[src/rtl/tod_pkg.sv]
package tod_pkg;

    localparam int BCD_W = 4;

    typedef logic [BCD_W-1:0] bcd_t;

    typedef enum logic [1:0] {
        ACT_IDLE  = 2'd0,
        ACT_COUNT = 2'd1,
        ACT_SET   = 2'd2
    } act_e;

    typedef enum logic {
        CHM_QUIET = 1'b0,
        CHM_RING  = 1'b1
    } chime_e;

    function automatic int bcd_pair_value(input bcd_t tens, input bcd_t units);
        return int'(tens) * 10 + int'(units);
    endfunction

endpackage

[src/rtl/tod_bcd_field.sv]
module tod_bcd_field
    import tod_pkg::*;
#(
    parameter int MODULUS = 60
) (
    input  logic clk,
    input  logic rst,
    input  logic clr,
    input  logic inc,
    output bcd_t tens,
    output bcd_t units,
    output logic at_top
);

    localparam int TOP_T = (MODULUS - 1) / 10;
    localparam int TOP_U = (MODULUS - 1) % 10;
    localparam int HIT_T = MODULUS / 10;
    localparam int HIT_U = MODULUS % 10;

    bcd_t nx_t;
    bcd_t nx_u;

    // Raw BCD increment, then clear on the pattern one past the top value.
    always_comb begin
        if (units == bcd_t'(9)) begin
            nx_u = '0;
            nx_t = tens + bcd_t'(1);
        end else begin
            nx_u = units + bcd_t'(1);
            nx_t = tens;
        end
        if (nx_t == bcd_t'(HIT_T) && nx_u == bcd_t'(HIT_U)) begin
            nx_t = '0;
            nx_u = '0;
        end
    end

    always_ff @(posedge clk) begin
        if (rst || clr) begin
            tens  <= '0;
            units <= '0;
        end else if (inc) begin
            tens  <= nx_t;
            units <= nx_u;
        end
    end

    assign at_top = (tens == bcd_t'(TOP_T)) && (units == bcd_t'(TOP_U));

endmodule

[src/rtl/tod_chime_fsm.sv]
module tod_chime_fsm
    import tod_pkg::*;
(
    input  logic clk,
    input  logic rst,
    input  act_e act,
    input  logic hour_top,
    input  logic win_end,
    output logic chime
);

    chime_e state;
    chime_e state_nx;

    always_ff @(posedge clk) begin
        if (rst) begin
            state <= CHM_QUIET;
        end else begin
            state <= state_nx;
        end
    end

    always_comb begin
        state_nx = state;
        unique case (state)
            CHM_QUIET: begin
                // HOUR_TOP
                if (act == ACT_COUNT && hour_top) begin
                    state_nx = CHM_RING;
                end
            end
            CHM_RING: begin
                // SILENCED or WINDOW_END
                if (act == ACT_SET) begin
                    state_nx = CHM_QUIET;
                end else if (act == ACT_COUNT && win_end) begin
                    state_nx = CHM_QUIET;
                end
            end
            default: state_nx = CHM_QUIET;
        endcase
    end

    always_comb begin
        chime = (state == CHM_RING);
    end

endmodule

[src/rtl/tod_bcd_clock.sv]
module tod_bcd_clock
    import tod_pkg::*;
#(
    parameter int SEC_MOD    = 60,
    parameter int MIN_MOD    = 60,
    parameter int HR_MOD     = 24,
    parameter int CHIME_SECS = 10
) (
    input  logic       clk,
    input  logic       rst,
    input  logic       tick,
    input  logic       adj_hour,
    input  logic       adj_min,
    output logic [3:0] hour_tens,
    output logic [3:0] hour_units,
    output logic [3:0] min_tens,
    output logic [3:0] min_units,
    output logic [3:0] sec_tens,
    output logic [3:0] sec_units,
    output logic       chime,
    output logic       day_carry
);

    localparam int WIN_LAST = CHIME_SECS - 1;

    act_e act;
    logic sec_top;
    logic min_top;
    logic hr_top;
    logic sec_inc;
    logic sec_clr;
    logic min_inc;
    logic hr_inc;
    logic win_end;
    logic day_carry_q;

    // Action decode: correction beats the tick.
    always_comb begin
        if (adj_hour || adj_min) begin
            act = ACT_SET;
        end else if (tick) begin
            act = ACT_COUNT;
        end else begin
            act = ACT_IDLE;
        end
    end

    assign sec_inc = (act == ACT_COUNT);
    assign sec_clr = (act == ACT_SET);
    assign min_inc = (sec_inc && sec_top) || adj_min;
    assign hr_inc  = (sec_inc && sec_top && min_top) || adj_hour;
    assign win_end = (bcd_pair_value(sec_tens, sec_units) == WIN_LAST);

    tod_bcd_field #(.MODULUS(SEC_MOD)) u_sec (
        .clk    (clk),
        .rst    (rst),
        .clr    (sec_clr),
        .inc    (sec_inc),
        .tens   (sec_tens),
        .units  (sec_units),
        .at_top (sec_top)
    );

    tod_bcd_field #(.MODULUS(MIN_MOD)) u_min (
        .clk    (clk),
        .rst    (rst),
        .clr    (1'b0),
        .inc    (min_inc),
        .tens   (min_tens),
        .units  (min_units),
        .at_top (min_top)
    );

    tod_bcd_field #(.MODULUS(HR_MOD)) u_hr (
        .clk    (clk),
        .rst    (rst),
        .clr    (1'b0),
        .inc    (hr_inc),
        .tens   (hour_tens),
        .units  (hour_units),
        .at_top (hr_top)
    );

    tod_chime_fsm u_chime (
        .clk      (clk),
        .rst      (rst),
        .act      (act),
        .hour_top (sec_top && min_top),
        .win_end  (win_end),
        .chime    (chime)
    );

    always_ff @(posedge clk) begin
        if (rst) begin
            day_carry_q <= 1'b0;
        end else begin
            day_carry_q <= sec_inc && sec_top && min_top && hr_top;
        end
    end

    assign day_carry = day_carry_q;

endmodule

[config.mk]
export PLATFORM = sky130hd
export DESIGN_NAME = tod_bcd_clock
export DESIGN_NICKNAME = d
export VERILOG_FILES = /design/src/rtl/tod_pkg.sv /design/src/rtl/tod_bcd_field.sv /design/src/rtl/tod_chime_fsm.sv /design/src/rtl/tod_bcd_clock.sv
export SDC_FILE = /design/constraint.sdc
export NUM_CORES = 1
export LEC_CHECK = 0
export BUFFER_PORTS_ARGS = -buffer_cell sky130_fd_sc_hd__buf_4
export CAP_MARGIN = 20
export CORE_MARGIN = 3
export CORE_UTILIZATION = 60
export CTS_BUF_LIST = sky130_fd_sc_hd__clkbuf_4
export DETAILED_ROUTE_END_ITERATION = 6
export PLACE_DENSITY = 0.85
export SLEW_MARGIN = 5
export SYNTH_ARGS = -nofsm -noshare
export SYNTH_HDL_FRONTEND = slang
export SYNTH_SLANG_ARGS = --single-unit
[constraint.sdc]
create_clock -name clk -period 4.7 [get_ports clk]
set_input_delay 0 -clock clk [delete_from_list [all_inputs] [get_ports clk]]
set_output_delay 0 -clock clk [all_outputs]
set_load 0.005 [all_outputs]
==> reports/qor.txt, run 1 <==
===============================================================================================
Run status ....................................................................... complete, no violations
Synthesized netlist cell count ...................................................          212
Leading register cell type out of synthesis ...................................... sky130_fd_sc_hd__dfxtp_1
Highest achievable clock rate ....................................................      441 MHz
Worst r2r src .................................................................... u_sec.tens[1]$_SDFFE_PP0P_
Vias per cell ....................................................................         5.83
Synth area leaders ............................................................... sky130_fd_sc_hd__dfxtp_1 29%, sky130_fd_sc_hd__ha_1 9.2%, sky130_fd_sc_hd__xnor2_1 6.4%
Number of slew-limit violations in the final report ..............................            0
Max Clock Skew ...................................................................      8.87 ps
Yosys warnings ...................................................................            0
TritonCTS clock tree .............................................................          yes
Detail-routed net length per standard cell .......................................      14.1 um
Iteration-0 DRC count of the detailed router .....................................           95
Boundary Pins ....................................................................           31
Crit path capture type ...........................................................         flop
Share of synthesized registers carrying an async set or reset ....................            0
Number of vias in the routed layout ..............................................         1575
Total power divided by cell area .................................................   184 mW/mm2
Clock tree sinks .................................................................           26
Rel. slew slack ..................................................................        0.487
Worst setup path category ........................................................      reg2reg
Leading area contributor after synthesis ......................................... sky130_fd_sc_hd__dfxtp_1
Final wirelength .................................................................      3800 um
Class of the tightest hold or removal check ......................................       in2reg
Slew at the pin closest to its max-slew limit ....................................       766 ps
Clk Tree Root Cell ............................................................... sky130_fd_sc_hd__clkbuf_4
Largest net degree at the start of global routing ................................           21
Via count of the first global-routing pass .......................................         1526
Global-route wire length before repair ...........................................      6630 um
Setup repair bufs after CTS ......................................................            0
All-layer global routing usage ...................................................        0.238
Share of the synthesized area in the top cell type ...............................        0.293
Count of flip-flops with a built-in enable after synthesis .......................            0
Setup violation total in the final timing report .................................            0
Total Nets Final .................................................................          260
Number of antenna violations at the first check in global routing ................            0
Rows .............................................................................           19
Port buffer count ................................................................           30
Number of buffers on the longest clock path ......................................            2
Final Util .......................................................................        0.728
Diodes inserted ..................................................................            0
Max-Cap Viols ....................................................................            0
Required time worst endpoint .....................................................      4930 ps
Share of post-route cells with drive strength above 1 ............................        0.155
Skew-Pair Late Insertion Delay ...................................................       330 ps
Critical path peak fanout ........................................................            9
Sum of overflow across all layers after global routing ...........................            0
Top cell types by occurrence after synthesis ..................................... 26 x sky130_fd_sc_hd__dfxtp_1, 22 x sky130_fd_sc_hd__nor2_1, 17 x sky130_fd_sc_hd__a21oi_1
Area growth syn-to-layout ........................................................        14.1%
Clock input transition at the sequential cells of the worst setup and hold paths .       140 ps
Post-route fraction of the period consumed by the critical path ..................        0.482
Sequential cell area fraction in the yosys report ................................        0.293
Number of nets in the synthesized netlist ........................................          232
Post-synthesis register bit count ................................................           26
Antenna-violating nets left ......................................................            0
Cell area after layout ...........................................................  0.00203 mm2
Startpoint kind of the worst setup timing path ...................................         flop
Post-synth design cell area ......................................................  0.00178 mm2
Critical Path AT .................................................................      2490 ps
Origin of the worst min-delay path ...............................................      adj_min
Die extent in y ..................................................................      60.4 um
Number of cells after detailed placement .........................................          264
Peak supply drop .................................................................   0.000155 V
Final-layout fill cell count .....................................................          238
Most used standard cell by instance count after synthesis ........................ sky130_fd_sc_hd__dfxtp_1
Mapped Avg Cell Area .............................................................     8.37 um2
Final critical delay including setup and external delays .........................      2270 ps
Die footprint ....................................................................  0.00365 mm2
Core area ........................................................................  0.00278 mm2
Final hold violations ............................................................            0
RSZ-0062 raised after global routing .............................................        false
Remaining routing DRC violations .................................................            0
Width of the chip ................................................................      60.4 um
First-pass DRT Iterations ........................................................            4
HPWL reported at the end of detailed placement ...................................      2820 um
Synth cell types .................................................................           51
Static leakage power .............................................................     0.782 nW
Sum of negative setup slack ......................................................         0 ps
H-Tree Level Count ...............................................................            1
Placed cell area .................................................................  0.00198 mm2
Beginning of the critical path ................................................... u_sec.tens[1]$_SDFFE_PP0P_
Final-layout worst hold slack ....................................................      5.50 ps
Number of buffers added by the clock tree synthesis step .........................            3
Routability cong. ................................................................        0.791
Count of placed standard cells in the final layout, fillers left out .............          270
Initial core utilization .........................................................        0.638
===============================================================================================
-- repair_timing --
item,4_1_cts,5_1_grt
hold buffers,2,0
resized for setup,0,0
hold endpoints to repair,16,0
-- power breakdown --
group	total [mW]	internal (mW)	leakage, nW	switching [mW]
Sequential	0.233	0.225	0.210	0.00846
Combinational	0.0375	0.0186	0.557	0.0189
Clock	0.101	0.0312	0.0154	0.0702
Total	0.372	0.275	0.782	0.0976
-- cell usage in the layout (no fill, tap or decap), types with 2 or more instances in the layout --
| cell type | count |
|---|---|
| sky130_fd_sc_hd__nand2b_1 | 2 |
| sky130_fd_sc_hd__nor3b_1 | 5 |
| sky130_fd_sc_hd__xor2_1 | 2 |
| sky130_fd_sc_hd__or3_1 | 3 |
| sky130_fd_sc_hd__nand4_1 | 2 |
| sky130_fd_sc_hd__nor2b_1 | 4 |
| sky130_fd_sc_hd__a22oi_1 | 2 |
| sky130_fd_sc_hd__a211o_1 | 2 |
| sky130_fd_sc_hd__dfxtp_1 | 26 |
| sky130_fd_sc_hd__buf_4 | 30 |
| sky130_fd_sc_hd__nand3b_1 | 7 |
| sky130_fd_sc_hd__inv_1 | 10 |
| sky130_fd_sc_hd__a21oi_1 | 17 |
| sky130_fd_sc_hd__dlygate4sd3_1 | 2 |
| sky130_fd_sc_hd__o21ai_1 | 7 |
| sky130_fd_sc_hd__clkbuf_4 | 3 |
| sky130_fd_sc_hd__a211oi_1 | 2 |
| sky130_fd_sc_hd__nand3_1 | 7 |
| sky130_fd_sc_hd__fa_1 | 2 |
| sky130_fd_sc_hd__mux2i_1 | 2 |
| sky130_fd_sc_hd__nand2_1 | 13 |
| sky130_fd_sc_hd__xnor2_1 | 13 |
| sky130_fd_sc_hd__or4_1 | 4 |
| sky130_fd_sc_hd__nor2_1 | 22 |
| sky130_fd_sc_hd__ha_1 | 13 |
| sky130_fd_sc_hd__o21ai_0 | 5 |
| sky130_fd_sc_hd__a31oi_1 | 2 |
| sky130_fd_sc_hd__nor3_1 | 6 |
-- path summary, 6_finish.rpt --
kind                            cells after the start                        to  slack (ps)
worst min-delay path                                4  u_chime.chime$_SDFF_PP0_           6
worst max-delay path                                7  u_chime.chime$_SDFF_PP0_        2430
worst min register to register                      2  u_chime.chime$_SDFF_PP0_         550
worst max register to register                      7  u_chime.chime$_SDFF_PP0_        2430
-- logic make-up after synthesis --
logic type | after synthesis | synth area share
simple gates | 87 | 0.284
compound gates | 48 | 0.168
flops | 26 | 0.293
buf+inv | 19 | 0.0550
xor+xnor | 15 | 0.0740
fa+ha+maj | 15 | 0.114
mux | 2 | 0.0113
-- worst max-delay path, stage by stage, from the launching register on --
cell and delay, ps:
sky130_fd_sc_hd__dfxtp_1 530, sky130_fd_sc_hd__ha_1 290, sky130_fd_sc_hd__ha_1 230, sky130_fd_sc_hd__fa_1 440, sky130_fd_sc_hd__nor4b_1 260, sky130_fd_sc_hd__o2111ai_1 160
sky130_fd_sc_hd__o211ai_1 180, sky130_fd_sc_hd__a21oi_1 80
-- layout make-up --
class | instances | area [um2] | area share
clock buffers | 3 | 22.5 | 0.0111
clock inverters | 1 | 3.75 | 0.00185
inverters | 10 | 37.5 | 0.0185
multi-input cells | 167 | 1160 | 0.571
flip-flops and latches | 26 | 520 | 0.257
well taps | 31 | 38.8 | 0.0191
repair buffers | 32 | 245 | 0.121
-- routing by layer --
metal / GRT usage / up-vias / wire length (um)
met2: 0.384 / 37 / 1840
met5: 0 / - / 0
li1: - / 817 / -
met3: 0.0532 / 6 / 162
met1: 0.312 / 715 / 1760
met4: 0.0886 / 0 / 39
-- sequential cells by signal, indices dropped and copies added (netlist names) --
| register | count |
|---|---|
| u_hr.units | 4 |
| u_hr.tens | 4 |
| day_carry | 1 |
| u_min.tens | 4 |
| u_sec.tens | 4 |
| u_min.units | 4 |
| u_sec.units | 4 |
| u_chime.chime | 1 |
-- stage by stage --
step,setup WS [ps],total power [mW]
final,2430,0.372
after global routing,2230,0.392
after CTS,2440,0.374
after detailed placement,2480,0.274
after global placement,2550,0.273
after floorplan,2600,0.261
Note: power is estimated with default switching activity, not from simulation.
==> inputs of run 2 (changes only) <==
- CORE_UTILIZATION: 60 -> 52
- PLACE_DENSITY: 0.85 -> 0.78
- clock period: 4.7 -> 1.8 ns (I/O delays scaled with it)
==> run 2 against run 1 <==
Against the previous run: the flow now finishes with violations (setup timing); hold slack hardly changed; highest routed layer unchanged; via count is 17% higher; routed wire length is 31% higher; design area is 22% higher; total power grew to 3.2 times the previous value; maximum frequency is 15% higher; global-route usage is 0.51 points lower.
==> reports/qor.txt, run 2 (same netlist as run 1, synthesis figures left out) <==
===============================================================================================
TritonCTS clock tree .............................................................          yes
Total Nets Final .................................................................          300
Net switching component of the power .............................................       286 uW
Vias per cell ....................................................................         5.68
Final critical delay including setup and external delays .........................      1970 ps
Initial core utilization .........................................................        0.563
Pwr Total ........................................................................      1.18 mW
H-Tree Level Count ...............................................................            1
Required time worst endpoint .....................................................      2040 ps
Worst setup path category ........................................................      reg2reg
Violations in the final reports .................................................. setup timing
Rows .............................................................................           20
Peak supply drop .................................................................   0.000345 V
Clock share of power .............................................................        0.358
Largest net degree at the start of global routing ................................           21
Die extent in y ..................................................................      64.4 um
Class of the tightest hold or removal check ......................................       in2reg
Clock input transition at the sequential cells of the worst setup and hold paths .       150 ps
Final wirelength .................................................................      4980 um
Rel. slew slack ..................................................................        0.773
Post-route fraction of the period consumed by the critical path ..................         1.09
Area occupied by multi-input gates ...............................................  0.00125 mm2
Detail-routed net length per standard cell .......................................      15.4 um
HPWL reported at the end of detailed placement ...................................      3150 um
Hold Path Stages .................................................................            4
Number of buffers added by the clock tree synthesis step .........................            3
First-pass DRT Iterations ........................................................            4
Die footprint ....................................................................  0.00415 mm2
Max-Cap Viols ....................................................................            0
Number of cells after detailed placement .........................................          306
Clk Tree Root Cell ............................................................... sky130_fd_sc_hd__clkbuf_4
Via count of the first global-routing pass .......................................         1673
Placed cell area .................................................................  0.00223 mm2
Port buffer count ................................................................           30
Remaining routing DRC violations .................................................            0
Relative contribution of sequential cells to total power .........................        0.507
All-layer global routing usage ...................................................        0.233
Count of placed standard cells in the final layout, fillers left out .............          323
Diodes inserted ..................................................................            0
Critical Path AT .................................................................      2210 ps
Leading cell type in the layout, fill and taps excluded .......................... sky130_fd_sc_hd__buf_4
Area growth syn-to-layout ........................................................        39.6%
Critical path peak fanout ........................................................            2
Antenna-violating nets left ......................................................            0
Global-route wire length before repair ...........................................      7710 um
List of cells traversed by the critical path ..................................... ha_1 > ha_2 > fa_1 > nor4b_2 > o2111ai_1 > o211ai_1 > a21oi_1
Max incr delay on CP .............................................................       440 ps
Startpoint kind of the worst setup timing path ...................................         flop
Width of the chip ................................................................      64.4 um
Clock tree sinks .................................................................           26
Number of vias in the routed layout ..............................................         1835
Max Clock Skew ...................................................................      6.06 ps
RSZ-0062 raised after global routing .............................................         true
Static leakage power .............................................................      1.03 nW
Sum of overflow across all layers after global routing ...........................            0
Number of buffers on the longest clock path ......................................            2
Share of post-route cells with drive strength above 1 ............................        0.373
Share of power burned in combinational logic .....................................        0.136
Core area ........................................................................  0.00315 mm2
Skew-Pair Late Insertion Delay ...................................................       340 ps
Most used cells in the layout excluding fill and tap cells ....................... 69 x sky130_fd_sc_hd__buf_4, 22 x sky130_fd_sc_hd__nor2_1, 18 x sky130_fd_sc_hd__dfxtp_1
Slew at the pin closest to its max-slew limit ....................................       340 ps
Boundary Pins ....................................................................           31
Cell Int Power ...................................................................       892 uW
Crit path capture type ...........................................................         flop
Number of slew-limit violations in the final report ..............................            0
Sequential Area ..................................................................      531 um2
Final Util .......................................................................        0.786
Final hold violations ............................................................            0
Run status ....................................................................... finished with violations
Total power divided by cell area .................................................   475 mW/mm2
Iteration-0 DRC count of the detailed router .....................................          154
Critical Path Slowest Stage Cell ................................................. sky130_fd_sc_hd__fa_1
Setup violation total in the final timing report .................................            7
Switching Fraction ...............................................................        0.243
Depth of the worst register-to-register path .....................................            7
Highest achievable clock rate ....................................................      508 MHz
Number of antenna violations at the first check in global routing ................            0
Cell area after layout ...........................................................  0.00248 mm2
Final-layout fill cell count .....................................................          223
Min setup slack post-route .......................................................      -168 ps
Routability cong. ................................................................        0.924
Sum of negative setup slack ......................................................      -519 ps
===============================================================================================
[run 2: path summary, 6_finish.rpt]
kind,from,to,slack [ps]
setup / recovery,u_sec.tens[1]$_SDFFE_PP0P_,u_chime.chime$_SDFF_PP0_,-170
hold / removal,adj_min,u_chime.chime$_SDFF_PP0_,6
setup reg to reg,u_sec.tens[1]$_SDFFE_PP0P_,u_chime.chime$_SDFF_PP0_,-170
hold reg to reg,u_min.tens[1]$_SDFFE_PP0P_,u_min.tens[1]$_SDFFE_PP0P_,530
[run 2: layout make-up]
| cell class | count | share of cell area |
|---|---|---|
| flip-flops and latches | 26 | 0.214 |
| repair buffers | 72 | 0.222 |
| multi-input cells | 167 | 0.505 |
| well taps | 44 | 0.0222 |
| clock buffers | 3 | 0.00909 |
| clock inverters | 1 | 0.0121 |
| inverters | 10 | 0.0162 |
[run 2: power by group through the flow]
stage	Sequential (mW)	Clock (mW)	Combinational, mW
floorplan	0.616	0	0.0673
global placement	0.607	0	0.132
detailed placement	0.608	0	0.135
CTS	0.596	0.424	0.143
global route	0.598	0.450	0.173
finish	0.597	0.421	0.160
[run 2: what timing repair did]
item	4_1_cts	5_1_grt
hold buffers	2	0
hold endpoints to repair	16	0
setup buffers	7	4
pin swaps	2	3
setup endpoints to repair	12	18
resized for setup	3	23
[run 2: critical path: cells and delay by family (launching register included)]
family	cells	cell delay, ps
flops	1	350
fa+ha+maj	3	930
simple gates	1	220
compound gates	3	380
[run 2: per-layer routing]
layer / global-route usage / vias up / routed length, um
li1: - / 898 / -
met1: 0.305 / 867 / 2100
met2: 0.402 / 60 / 2520
met3: 0.0329 / 10 / 267
met4: 0.0633 / 0 / 91
met5: 0 / - / 0
[run 2: metrics by stage]
stage                     hold WS [ps]  setup WS (ps)
after CTS                        0.209           -192
after global routing              37.6           -276
after detailed placement           308           -172
after global placement             296           -113
after floorplan                    193           -148
final                             5.55           -168
